$ cat src/rtl/osc_wake_pkg.sv
package osc_wake_pkg;

    localparam int NUM_WAKE_SRC = 4;

    typedef enum logic [2:0] {
        ST_SLEEP,
        ST_OSC_START,
        ST_USB_LOCK_WAIT,
        ST_MAIN_LOCK_WAIT,
        ST_SETTLE,
        ST_RUN
    } seq_state_e;

    typedef struct packed {
        seq_state_e state;
        logic       osc_en;
        logic       usb_pll_en;
        logic       main_pll_en;
        logic       irq_mask;
        logic       clk_sel_pll;
        logic       idle_cfg_clr;
        logic       restore_clkgen;
        logic       restore_cpu;
    } seq_regs_t;

    localparam seq_regs_t SEQ_ASLEEP = '{
        state:          ST_SLEEP,
        osc_en:         1'b0,
        usb_pll_en:     1'b0,
        main_pll_en:    1'b0,
        irq_mask:       1'b1,
        clk_sel_pll:    1'b0,
        idle_cfg_clr:   1'b0,
        restore_clkgen: 1'b0,
        restore_cpu:    1'b0
    };

endpackage

$ cat src/rtl/osc_wake_filter.sv
module osc_wake_filter #(
    parameter int MIN_WAKE_CYC = 16,
    parameter int NUM_SRC      = 4
) (
    input  logic               clk,
    input  logic               rst_n,
    input  logic               arm,
    input  logic [NUM_SRC-1:0] src,
    output logic               qualified
);
    localparam int HOLD = (MIN_WAKE_CYC < 1) ? 1 : MIN_WAKE_CYC;
    localparam int CW   = $clog2(HOLD + 1);
    localparam logic [CW-1:0] LIM = CW'(HOLD - 1);

    logic [CW-1:0] cnt_d, cnt_q;
    logic          any_src;

    always_comb begin
        any_src   = |src;
        qualified = arm && any_src && (cnt_q == LIM);
        if (arm && any_src) begin
            cnt_d = (cnt_q == LIM) ? cnt_q : cnt_q + 1'b1;
        end else begin
            cnt_d = '0;
        end
    end

    always_ff @(posedge clk or negedge rst_n) begin
        if (!rst_n) cnt_q <= '0;
        else        cnt_q <= cnt_d;
    end

    // the hold counter saturates at its limit
    a_r1_hold_saturates: assert property (@(posedge clk) disable iff (!rst_n)
        cnt_q <= LIM);

    // the count only grows while a source is held and the filter is armed
    a_r1_count_needs_source: assert property (@(posedge clk) disable iff (!rst_n)
        (cnt_q != '0 && !$past(cnt_q == LIM)) |-> $past(arm && any_src));

endmodule

$ cat src/rtl/osc_settle_timer.sv
module osc_settle_timer #(
    parameter int TERM = 12000
) (
    input  logic clk,
    input  logic rst_n,
    input  logic run,
    output logic done
);
    localparam int LEN = (TERM < 1) ? 1 : TERM;
    localparam int CW  = $clog2(LEN + 1);
    localparam logic [CW-1:0] LAST = CW'(LEN - 1);

    logic [CW-1:0] cnt_d, cnt_q;

    always_comb begin
        done = run && (cnt_q == LAST);
        if (run && !done) cnt_d = cnt_q + 1'b1;
        else              cnt_d = '0;
    end

    always_ff @(posedge clk or negedge rst_n) begin
        if (!rst_n) cnt_q <= '0;
        else        cnt_q <= cnt_d;
    end

    // the settle count never runs past its terminal value
    a_r9_no_overflow: assert property (@(posedge clk) disable iff (!rst_n)
        cnt_q <= LAST);

    // a pause in the run qualifier restarts the count from zero
    a_r7_restart_on_pause: assert property (@(posedge clk) disable iff (!rst_n)
        !run |=> cnt_q == '0);

endmodule

$ cat src/rtl/osc_wake_seq.sv
module osc_wake_seq
    import osc_wake_pkg::*;
#(
    parameter int MIN_WAKE_CYC = 16,
    parameter int BYPASS_KHZ   = 12000,
    parameter int SETTLE_US    = 1000
) (
    input  logic clk,
    input  logic rst_n,
    input  logic wake_hw_reset,
    input  logic wake_usb_resume,
    input  logic wake_rtc_irq,
    input  logic wake_ext_irq,
    input  logic osc_ready,
    input  logic usb_pll_lock,
    input  logic main_pll_lock,
    input  logic sleep_req,
    output logic osc_en,
    output logic usb_pll_en,
    output logic main_pll_en,
    output logic irq_mask,
    output logic clk_sel_pll,
    output logic idle_cfg_clr,
    output logic restore_clkgen,
    output logic restore_cpu
);
    localparam int SETTLE_RAW = (BYPASS_KHZ * SETTLE_US) / 1000;
    localparam int SETTLE_CYC = (SETTLE_RAW < 1) ? 1 : SETTLE_RAW;

    seq_regs_t                 r_d, r_q;
    logic [NUM_WAKE_SRC-1:0]   wake_vec;
    logic                      wake_ok;
    logic                      settle_run;
    logic                      settle_done;

    assign wake_vec = {wake_ext_irq, wake_rtc_irq, wake_usb_resume, wake_hw_reset};

    osc_wake_filter #(
        .MIN_WAKE_CYC (MIN_WAKE_CYC),
        .NUM_SRC      (NUM_WAKE_SRC)
    ) u_filter (
        .clk       (clk),
        .rst_n     (rst_n),
        .arm       (r_q.state == ST_SLEEP),
        .src       (wake_vec),
        .qualified (wake_ok)
    );

    assign settle_run = (r_q.state == ST_SETTLE) && main_pll_lock;

    osc_settle_timer #(
        .TERM (SETTLE_CYC)
    ) u_settle (
        .clk   (clk),
        .rst_n (rst_n),
        .run   (settle_run),
        .done  (settle_done)
    );

    always_comb begin
        r_d              = r_q;
        r_d.idle_cfg_clr = 1'b0;
        unique case (r_q.state)
            ST_SLEEP: begin
                if (wake_ok) begin
                    r_d.state  = ST_OSC_START;
                    r_d.osc_en = 1'b1;
                end
            end
            ST_OSC_START: begin
                if (osc_ready) begin
                    r_d.state      = ST_USB_LOCK_WAIT;
                    r_d.usb_pll_en = 1'b1;
                end
            end
            ST_USB_LOCK_WAIT: begin
                if (usb_pll_lock) begin
                    r_d.state        = ST_MAIN_LOCK_WAIT;
                    r_d.irq_mask     = 1'b0;
                    r_d.idle_cfg_clr = 1'b1;
                end
            end
            ST_MAIN_LOCK_WAIT: begin
                if (r_q.idle_cfg_clr) begin
                    r_d.main_pll_en    = 1'b1;
                    r_d.restore_clkgen = 1'b1;
                end else if (r_q.main_pll_en && main_pll_lock) begin
                    r_d.state = ST_SETTLE;
                end
            end
            ST_SETTLE: begin
                if (!main_pll_lock) begin
                    r_d.state = ST_MAIN_LOCK_WAIT;
                end else if (settle_done) begin
                    r_d.state       = ST_RUN;
                    r_d.clk_sel_pll = 1'b1;
                    r_d.restore_cpu = 1'b1;
                end
            end
            ST_RUN: begin
                if (sleep_req) r_d = SEQ_ASLEEP;
            end
            default: r_d = SEQ_ASLEEP;
        endcase
    end

    always_ff @(posedge clk or negedge rst_n) begin
        if (!rst_n) r_q <= SEQ_ASLEEP;
        else        r_q <= r_d;
    end

    assign osc_en         = r_q.osc_en;
    assign usb_pll_en     = r_q.usb_pll_en;
    assign main_pll_en    = r_q.main_pll_en;
    assign irq_mask       = r_q.irq_mask;
    assign clk_sel_pll    = r_q.clk_sel_pll;
    assign idle_cfg_clr   = r_q.idle_cfg_clr;
    assign restore_clkgen = r_q.restore_clkgen;
    assign restore_cpu    = r_q.restore_cpu;

    // the oscillator only starts when a wake input was held
    a_r1_wake_has_source: assert property (@(posedge clk) disable iff (!rst_n)
        $rose(osc_en) |-> $past(|wake_vec));

    // the secondary PLL is enabled only after the oscillator reported ready
    a_r3_usb_after_osc: assert property (@(posedge clk) disable iff (!rst_n)
        $rose(usb_pll_en) |-> $past(osc_ready) && $past(osc_en));

    // interrupts unmask only after the secondary PLL lock was seen
    a_r4_mask_until_usb_lock: assert property (@(posedge clk) disable iff (!rst_n)
        $fell(irq_mask) |-> $past(usb_pll_lock) && $past(usb_pll_en));

    // the idle configuration clear precedes the main clock release
    a_r5_clear_before_release: assert property (@(posedge clk) disable iff (!rst_n)
        $rose(main_pll_en) |-> $past(idle_cfg_clr));

    // the clear is a single-cycle pulse
    a_r5_clear_one_cycle: assert property (@(posedge clk) disable iff (!rst_n)
        idle_cfg_clr |=> !idle_cfg_clr);

    // leaving bypass needs the main PLL locked at the preceding edge
    a_r6_switch_needs_lock: assert property (@(posedge clk) disable iff (!rst_n)
        $rose(clk_sel_pll) |-> $past(main_pll_lock) && $past(settle_done));

    // a lock drop during settle keeps the clock in bypass
    a_r7_lock_loss_bypass: assert property (@(posedge clk) disable iff (!rst_n)
        (r_q.state == ST_SETTLE && !main_pll_lock) |=>
            (!clk_sel_pll && r_q.state == ST_MAIN_LOCK_WAIT));

    // wake inputs do not disturb a running sequencer
    a_r10_run_ignores_wake: assert property (@(posedge clk) disable iff (!rst_n)
        (r_q.state == ST_RUN && !sleep_req) |=> (r_q.state == ST_RUN && $stable(clk_sel_pll)));

endmodule

$ cat config.mk
export PLATFORM = sky130hd
export DESIGN_NAME = osc_wake_seq
export DESIGN_NICKNAME = d
export VERILOG_FILES = /design/src/rtl/osc_wake_pkg.sv /design/src/rtl/osc_wake_filter.sv /design/src/rtl/osc_settle_timer.sv /design/src/rtl/osc_wake_seq.sv
export SDC_FILE = /design/constraint.sdc
export NUM_CORES = 1
export LEC_CHECK = 0
export BUFFER_PORTS_ARGS = -buffer_cell sky130_fd_sc_hd__buf_2
export CORE_ASPECT_RATIO = 0.7
export CORE_UTILIZATION = 45
export CTS_CLUSTER_SIZE = 14
export DETAILED_ROUTE_END_ITERATION = 10
export PLACE_DENSITY = 0.63
export SLEW_MARGIN = 20
export SYNTH_ARGS = -nofsm -noshare
export SYNTH_HDL_FRONTEND = slang
export SYNTH_SLANG_ARGS = --single-unit
$ cat constraint.sdc
create_clock -name clk -period 2.6 [get_ports clk]
set_clock_uncertainty 0.1 [all_clocks]
set_input_delay 0.26 -clock clk [delete_from_list [all_inputs] [get_ports clk]]
set_output_delay 0.26 -clock clk [all_outputs]
set_load 0.01 [all_outputs]
==> impl_metrics.toml <==
[status]
status = "complete, no violations"

[critical_path]
critPathLaunchType = "register"
crit_type = "reg -> reg"
cp_cell_sequence = "ha_1 -> nand4_2 -> or4_4 -> nand4_1 -> nor2_1"
cpPeakStageDelay_ns = 0.52
cp_data_required_time_ns = 2.65
cp_slowest_cell = "or4_4"
cp_num_buf_inv = 0
critPathMaxFanout = 13
critical_path.top_delay_family = "simple AND/OR/NAND/NOR gates"
critPathArrivalTime_ns = 2.12
cp-end-kind = "register"

[yosys]
mappedNetlistArea_um2 = 1460
synth_edf_count = 0
async_flop_share = 1.00
postSynthAreaPerCell_um2 = 9.98
yosys.area.top_type_share = 0.464
synthesis.nets = 159
ys_seq_area_frac = 0.482
synth_area_leaders = "dfrtp_1 (46%), nor2_1 (6.2%), xnor2_1 (6.0%)"
ys_ff_latch = 28
synth_top_cell_by_area = "dfrtp_1"
synth.distinct_cells = 43
postSynthCellCount = 146
yosysWarnings = 0
ys.flop_type = "dfrtp_1"

[final_layout]
stdcell_area_um2 = 1630
drive_gt1_frac = 0.186
post-route-util = 0.554
instances_no_fill = 197
area_delta_synth_final_pct = 11.8
diodes = 0
nNetsFinal = 175

[floorplanning]
die_width_um = 70.0
rows = 16
dieArea_um2 = 3470
pin_count = 18
start_util = 0.495
die_y_um = 49.6
core_area_um2 = 2940

[power_and_ir_drop]
leakage_nw = 0.697
power_density_nw_per_um2 = 805
total_power_w = 0.00131
vdd_ir_drop_max_mv = 0.505

[placement]
place.port_buffers = 17
gp_congestion = 0.800
placed_cells = 192
place_hpwl_um = 1950
placed_area_um2 = 1550

[timing]
slew-limit-headroom = 0.592
period_share = 0.799
hold_viol_final = 0
fin_crit_ns = 2.08
rsz0062_at_grt = "false"
finalMaxSlewViolations = 0
worst_pin_slew_ns = 0.612
setup_tns_ns = 0
finalSetupViolCount = 0
fmax_mhz = 481

[grt]
grt_max_degree = 29
track_usage = 0.178
antenna_found_initial = 0
grt_pass1_vias = 1037
grt_pass1_wl_um = 4770
grt-ovfl-total = 0

[clock_network]
cts_resized = 0
clkSlewWorstSetupHoldPaths_ns = 0.10
ctsLongestPathBuffers = 2
cts_num_sinks = 28
htree_levels = 1
cts_buffers = 3
ctsHoldBuffers = 1
cts_tree = "yes"
insertion_delay_ns = 0.28
cts_setup_buffers = 0
root_buffer = "clkbuf_8"

[detailed_routing]
drcViolationCount = 0
first_pass_iters = 4
routed_wl_um = 2690
ant_nets = 0
drt_iter0_drc = 63
routed_via_density = 5.57
via_count = 1098
wl_per_cell_um = 13.7

[hold_path]
hp-class = "in -> reg"

[flow_run]
max_cap_violations = 0
[final timing paths]
path,from,end,slack (ns),cells past startpoint
min reg2reg,u_settle.cnt_q[0],u_settle.cnt_q[0],0.39,1
max reg2reg,u_settle.cnt_q[0],u_settle.cnt_q[2],0.52,5
min,osc_ready,usb_pll_en,0.19,3
min in group asynchronous,rst_n,u_filter.cnt_q[3],0.41,2
max in group asynchronous,rst_n,u_settle.cnt_q[3],1.58,2
max,u_settle.cnt_q[0],u_settle.cnt_q[2],0.52,5
[power by group]
part | internal [W] | switching [W]
logic | 0.000168 | 0.000194
clock network | 0.000206 | 0.000138
registers | 0.000499 | 0.000107
[tightest hold or removal path, stage by stage]
cell     delay, ns
buf_2         0.08
a31oi_1       0.07
o21ai_0       0.12
[layer usage]
metal	up-vias	global-route usage	wire, µm
li1	542	-	-
met2	20	0.256	1160
met1	532	0.261	1390
met5	-	0	0
met4	0	0.0500	29
met3	4	0.0491	105
[sequential cells by signal, indices dropped and copies added, names as in the netlist]
name            count
u_settle.cnt_q     14
u_filter.cnt_q      5
r_q                 3
clk_sel_pll         1
idle_cfg_clr        1
irq_mask            1
main_pll_en         1
osc_en              1
usb_pll_en          1
[cell families after synthesis]
kind of cell	synth area share
simple gates	0.255
flops	0.482
compound gates	0.0961
xor+xnor	0.0901
buf+inv	0.0369
fa+ha+maj	0.0258
mux	0.0146
[layout by cell type, fill, tap and decap left out, types with 2 or more instances in the layout]
cell	instances
dfrtp_1	27
nor2_1	24
buf_2	17
xnor2_1	10
nand2_1	7
nand4_1	5
xor2_1	5
nand2b_1	4
nor3_1	4
inv_1	4
a21oi_1	4
o21ai_0	4
nand3_1	3
nor2b_1	3
ha_1	3
clkbuf_8	3
nor4_1	2
a31oi_1	2
o21a_1	2
o32ai_1	2
nor3b_1	2
nand3b_1	2
[per-stage QoR]
stage               setup WS [ns]  hold slack (ns)
floorplan                   0.721           -0.136
global placement            0.589            0.213
detailed placement          0.515            0.205
CTS                         0.501            0.190
global route                0.322            0.221
finish                      0.523            0.192
[synth_stat cells, types with 3 or more instances]
library cell,instances
dfrtp_1,27
nor2_1,24
xnor2_1,10
nand2_1,7
nand4_1,5
xor2_1,5
a21oi_1,4
inv_1,4
nand2b_1,4
nor3_1,4
o21ai_0,4
buf_4,3
clkbuf_1,3
ha_1,3
nand3_1,3
nor2b_1,3
[final cells by class]
class	instances	area, µm²
Tap cell	36	45.0
Clock inverter	1	30.0
Fill cell	255	1310
Clock buffer	3	41.3
Sequential cell	28	702
Multi-Input combinational cell	107	702
Inverter	4	15.0
Timing Repair Buffer	18	95.1
Power figures use the tool's default switching activity.
